==> src/rtl/mphy_irq_pkg.sv <==
package mphy_irq_pkg;
    localparam int NERR   = 4;
    localparam int STS_W  = NERR + 1;
    localparam int RSTC_B = NERR;
    localparam int NSRC   = 3;   // receive, credit, extended status

    typedef enum logic [1:0] {
        AV_IDLE  = 2'd0,
        AV_ARMED = 2'd1,
        AV_PEND  = 2'd2
    } av_state_e;
endpackage

==> src/rtl/mphy_avail_fsm.sv <==
module mphy_avail_fsm
    import mphy_irq_pkg::*;
(
    input  logic clk,
    input  logic rst_n,
    input  logic avail,
    input  logic ftr_valid,
    input  logic ftr_zero,
    input  logic hdr_strb,
    output logic pend
);
    av_state_e st_q, st_d;

    always_ff @(posedge clk or negedge rst_n) begin
        if (!rst_n) st_q <= AV_ARMED;
        else        st_q <= st_d;
    end

    always_comb begin
        st_d = st_q;
        unique case (st_q)
            AV_IDLE: begin
                if (ftr_valid && ftr_zero) st_d = AV_ARMED;
            end
            AV_ARMED: begin
                if (ftr_valid)  st_d = ftr_zero ? AV_ARMED : AV_IDLE;
                else if (avail) st_d = AV_PEND;
            end
            AV_PEND: begin
                if (hdr_strb) st_d = (ftr_valid && ftr_zero) ? AV_ARMED : AV_IDLE;
            end
            default: st_d = AV_ARMED;
        endcase
    end

    always_comb begin
        pend = (st_q == AV_PEND);
    end

    // armed source fires once the item shows up
    a_r2_armed_fires: assert property (@(posedge clk) disable iff (!rst_n)
        (st_q == AV_ARMED && !ftr_valid && avail) |=> pend);
    // header drops the pending condition
    a_r4_hdr_clears: assert property (@(posedge clk) disable iff (!rst_n)
        (pend && hdr_strb) |=> !pend);
    // pending can only follow an armed state
    a_r2_pend_from_armed: assert property (@(posedge clk) disable iff (!rst_n)
        $rose(pend) |-> $past(st_q) == AV_ARMED);
endmodule

==> src/rtl/mphy_sts_reg.sv <==
module mphy_sts_reg
    import mphy_irq_pkg::*;
(
    input  logic             clk,
    input  logic             rst_n,
    input  logic [NERR-1:0]  err_strb,
    input  logic             rst_done,
    input  logic             mask_we,
    input  logic [NERR-1:0]  mask_wdata,
    input  logic             clr_we,
    input  logic [STS_W-1:0] clr_data,
    output logic [STS_W-1:0] sts,
    output logic             exst
);
    logic [STS_W-1:0] set_v;
    logic [STS_W-1:0] sts_q;
    logic [NERR-1:0]  mask_q;

    assign set_v = {rst_done, err_strb};

    generate
        for (genvar i = 0; i < STS_W; i++) begin : g_bit
            always_ff @(posedge clk or negedge rst_n) begin
                if (!rst_n)        sts_q[i] <= 1'b0;
                else if (set_v[i]) sts_q[i] <= 1'b1;
                else if (clr_we && clr_data[i]) sts_q[i] <= 1'b0;
            end

            // a bit survives until a clearing write hits it
            a_r5_sticky: assert property (@(posedge clk) disable iff (!rst_n)
                (sts_q[i] && !(clr_we && clr_data[i])) |=> sts_q[i]);
            // event beats clear in the same cycle
            a_r9_set_wins: assert property (@(posedge clk) disable iff (!rst_n)
                set_v[i] |=> sts_q[i]);
        end
    endgenerate

    always_ff @(posedge clk or negedge rst_n) begin
        if (!rst_n)       mask_q <= '1;
        else if (mask_we) mask_q <= mask_wdata;
    end

    assign sts  = sts_q;
    assign exst = (|(sts_q[NERR-1:0] & ~mask_q)) | sts_q[RSTC_B];

    // with every error masked and no reset-complete, the flag is low
    a_r10_masked_quiet: assert property (@(posedge clk) disable iff (!rst_n)
        (mask_q == '1 && !sts_q[RSTC_B]) |-> !exst);
endmodule

==> src/rtl/mphy_irq_gen.sv <==
module mphy_irq_gen
    import mphy_irq_pkg::*;
#(
    parameter int CNT_W = 8
) (
    input  logic             clk,
    input  logic             rst_n,
    input  logic [CNT_W-1:0] rx_chunks,
    input  logic [CNT_W-1:0] tx_credits,
    input  logic [NERR-1:0]  err_strb,
    input  logic             rst_done,
    input  logic             ftr_valid,
    input  logic [CNT_W-1:0] ftr_rx_cnt,
    input  logic [CNT_W-1:0] ftr_tx_cnt,
    input  logic             hdr_strb,
    input  logic             mask_we,
    input  logic [NERR-1:0]  mask_wdata,
    input  logic             clr_we,
    input  logic [STS_W-1:0] clr_data,
    output logic             irq_n,
    output logic [STS_W-1:0] status,
    output logic             exst
);
    logic [STS_W-1:0] sts_w;
    logic             exst_w;
    logic [NSRC-1:0]  src_avail;
    logic [NSRC-1:0]  src_zero;
    logic [NSRC-1:0]  src_pend;
    logic             irq_q;

    mphy_sts_reg u_sts (
        .clk        (clk),
        .rst_n      (rst_n),
        .err_strb   (err_strb),
        .rst_done   (rst_done),
        .mask_we    (mask_we),
        .mask_wdata (mask_wdata),
        .clr_we     (clr_we),
        .clr_data   (clr_data),
        .sts        (sts_w),
        .exst       (exst_w)
    );

    assign src_avail = {exst_w, (tx_credits != '0), (rx_chunks != '0)};
    assign src_zero  = {!exst_w, (ftr_tx_cnt == '0), (ftr_rx_cnt == '0)};

    generate
        for (genvar s = 0; s < NSRC; s++) begin : g_src
            mphy_avail_fsm u_fsm (
                .clk       (clk),
                .rst_n     (rst_n),
                .avail     (src_avail[s]),
                .ftr_valid (ftr_valid),
                .ftr_zero  (src_zero[s]),
                .hdr_strb  (hdr_strb),
                .pend      (src_pend[s])
            );
        end
    endgenerate

    always_ff @(posedge clk or negedge rst_n) begin
        if (!rst_n) irq_q <= 1'b1;
        else        irq_q <= !((|src_pend) || sts_w[RSTC_B]);
    end

    assign irq_n  = irq_q;
    assign status = sts_w;
    assign exst   = exst_w;

    // reset-complete keeps the line low in the following cycle
    a_r8_rstc_holds_line: assert property (@(posedge clk) disable iff (!rst_n)
        sts_w[RSTC_B] |=> !irq_n);
    // with nothing pending and no reset-complete, the line is released
    a_r4_idle_released: assert property (@(posedge clk) disable iff (!rst_n)
        (src_pend == '0 && !sts_w[RSTC_B]) |=> irq_n);
endmodule

==> config.mk <==
export PLATFORM = sky130hd
export DESIGN_NAME = mphy_irq_gen
export DESIGN_NICKNAME = d
export VERILOG_FILES = /design/src/rtl/mphy_irq_pkg.sv /design/src/rtl/mphy_avail_fsm.sv /design/src/rtl/mphy_sts_reg.sv /design/src/rtl/mphy_irq_gen.sv
export SDC_FILE = /design/constraint.sdc
export NUM_CORES = 1
export LEC_CHECK = 0
export ABC_CLOCK_PERIOD_IN_PS = 3850
export CORE_MARGIN = 2
export CORE_UTILIZATION = 40
export DETAILED_ROUTE_END_ITERATION = 16
export PLACE_DENSITY = 0.85
export SKIP_LAST_GASP = 1
export SLEW_MARGIN = 15
export SYNTH_ARGS = -nofsm -noshare
export SYNTH_HDL_FRONTEND = slang
export SYNTH_HIERARCHICAL = 1
export SYNTH_SLANG_ARGS = --single-unit
==> constraint.sdc <==
create_clock -name clk -period 3.85 [get_ports clk]
set_input_delay 1.155 -clock clk [delete_from_list [all_inputs] [get_ports clk]]
set_output_delay 1.155 -clock clk [all_outputs]
set_load 0.01 [all_outputs]
==> out/metrics.cfg <==
[sta]
worst_slew_pin_slew_ns=0.687
fmax_ghz=0.328
setup_tns_ns=0
finClkSkew_ns=0.0113
slew_headroom_pct=54.1
fin_crit_ns=3.05
post-route-period-util_pct=79.1
setup_viol=0
hold_viol_final=0
rsz0062_at_grt=false
slew_violations=0

[layout]
final_common_cell=clkdlybuf4s50_1
drive_gt1_share_pct=12.7
final_area_mm2=0.00165
antenna_cells=0
nets=220
regArea_um2=410
final_util_pct=67.6
fillers=182
layout_common_cells=clkdlybuf4s50_1, nand2_1, inv_1, ha_1
multiInputGateArea_um2=549
area_delta_synth_final_pct=64.4

[setup_path]
cp_max_fo=4
startpoint_type=register
endpoint_kind=output pin
crit_type=register to output pin
worstPathArrival_ns=1.89
cp.required_ns=2.69

[logic_synthesis]
ys_warn_count=6
syn_area_per_cell_um2=10.4
syn-num-nets=157
synth.distinct_cells=19
synthTopCellsByArea=dfstp_2, dfrtp_1, ha_1, mux2_1, inv_1
synth_top_area_cell=dfstp_2
ys_seq_area_share_pct=41.0
syn_inst=96
yosys_register_bits=16
netlist_area_mm2=0.00100
synth_top_area_share_pct=21.0

[clocking]
clock-root-buffer=clkbuf_4
clk_pin_slew_worst_paths_ns=0.09
clock_latency_ns=0.30
cts-resized-gates=0
cts_max_level=1
cts_num_sinks=16
cts_hold_buf=0
cts_made_buffers=3
clk_path_buf_depth=2
cts_setup_buffers=0
cts_tree=done

[routing]
top_layer=met4
met3RoutedLength_um=107
antenna_left=0
firstDrtPassIters=4
drt_iter0_markers=11
vias_per_cell=4.91
routed_wl_um=2490
wl_per_cell_um=13.2
drc=0
vias=924
met1_length_um=1030
wl_met2_um=1330

[global_routing]
antenna_found_initial=0
grt_overflow_total=0
grt_pass1_wl_um=3860
grt_pass1_vias=921
grt_max_degree=17
grt_use_total_pct=18.5

[die]
die_w_um=54.0
row_count=18
start_util_pct=41.2
die_area_mm2=0.00292
die_h_um=54.0
core_area_mm2=0.00243
io_pins=59

[power]
p_leak_nw=0.658
ir_worst_vdd_v=0.000345
power_density_mw_per_mm2=412
totalPowerFinal_w=0.000678

[placement]
numPortBuffers=58
place_congestion=0.795
dp_hpwl_um=2130
placed_area_mm2=0.00162

[run_status]
status=finished, final reports clean

[min_path]
hold_class=register to register

[flow_run]
cap_violations=0

layer usage:
layer	track usage [%]	vias to the layer above
met2	33.9	26
met3	5.00	5
met5	0	-
met4	5.00	0
li1	-	467
met1	20.9	426
sequential cells by signal, indices dropped and copies added, names as in the netlist:
name and flops:
u_sts/mask_q 4, u_sts/sts 5, irq_n 1, g_src.u_fsm/st_q 6
final timing paths:
path                                                   from                                 end  slack [ns]  depth (start not counted)
max in group asynchronous                             rst_n            u_sts/sts[0]$_DFFE_PN0P_        2.14                          1
worst max register to register  u_sts/mask_q[0]$_DFFE_PN1P_  g_src[2].u_fsm/st_q[0]$_DFFE_PN1P_        1.93                          7
worst max-delay path            u_sts/mask_q[0]$_DFFE_PN1P_                                exst        0.80                          4
worst min register to register     u_sts/sts[4]$_DFFE_PN0P_                     irq_n$_DFF_PN1_        0.48                          1
worst min-delay path               u_sts/sts[4]$_DFFE_PN0P_                     irq_n$_DFF_PN1_        0.48                          1
min in group asynchronous                             rst_n            u_sts/sts[4]$_DFFE_PN0P_        1.26                          1
cells by family (layout without fill, tap and decap cells):
logic type / Yosys count / in the layout / synth area share [%]
buffers and inverters: 11 / 73 / 4.13
AND/OR/NAND/NOR: 37 / 37 / 23.8
flip-flops: 16 / 16 / 41.0
AO/OA/AOI/OAI: 16 / 16 / 12.0
adder cells (fa/ha/maj): 9 / 9 / 11.3
multiplexers: 7 / 7 / 7.87
critical path, cell delays in order (launching register included):
cell and delay (ns):
dfstp_2 0.55, inv_1 0.04, a222oi_1 0.32, nand2_1 0.17, clkdlybuf4s50_1 0.52
through the flow:
stage / worst slack, ns / hold WS, ns / cells
2_1_floorplan: 1.36 / 0.469 / 96
3_3_place_gp: 0.893 / 0.447 / 184
3_5_place_dp: 0.855 / 0.451 / 184
4_1_cts: 0.790 / 0.481 / 188
5_1_grt: 0.702 / 0.525 / 188
6_report: 0.804 / 0.481 / 188
Yosys cell counts, drive strengths merged:
| master | count |
|---|---|
| mux2 | 7 |
| ha | 9 |
| nor3b | 3 |
| a222oi | 1 |
| dfrtp | 8 |
| nand3b | 3 |
| nor2b | 3 |
| nor2 | 5 |
| dfstp | 8 |
| or4 | 4 |
| or4b | 3 |
| a211oi | 3 |
| o21ai | 6 |
| nand2 | 11 |
| a21oi | 1 |
| nor4 | 5 |
| a21o | 5 |
| inv | 11 |
power breakdown:
part           switching (W)  total [W]  internal, W
clock network      0.0000531  0.0000935    0.0000404
logic               0.000137   0.000334     0.000197
registers          0.0000249   0.000251     0.000226
area by class of cell:
type                       count  share of cell area [%]
timing repair buffer          58                    35.3
sequential                    16                    24.9
multi-input combinational     69                    33.4
inverter                      11                    2.51
tap                           30                    2.28
clock buffer                   4                    1.60
(Power assumes the default switching activity.)
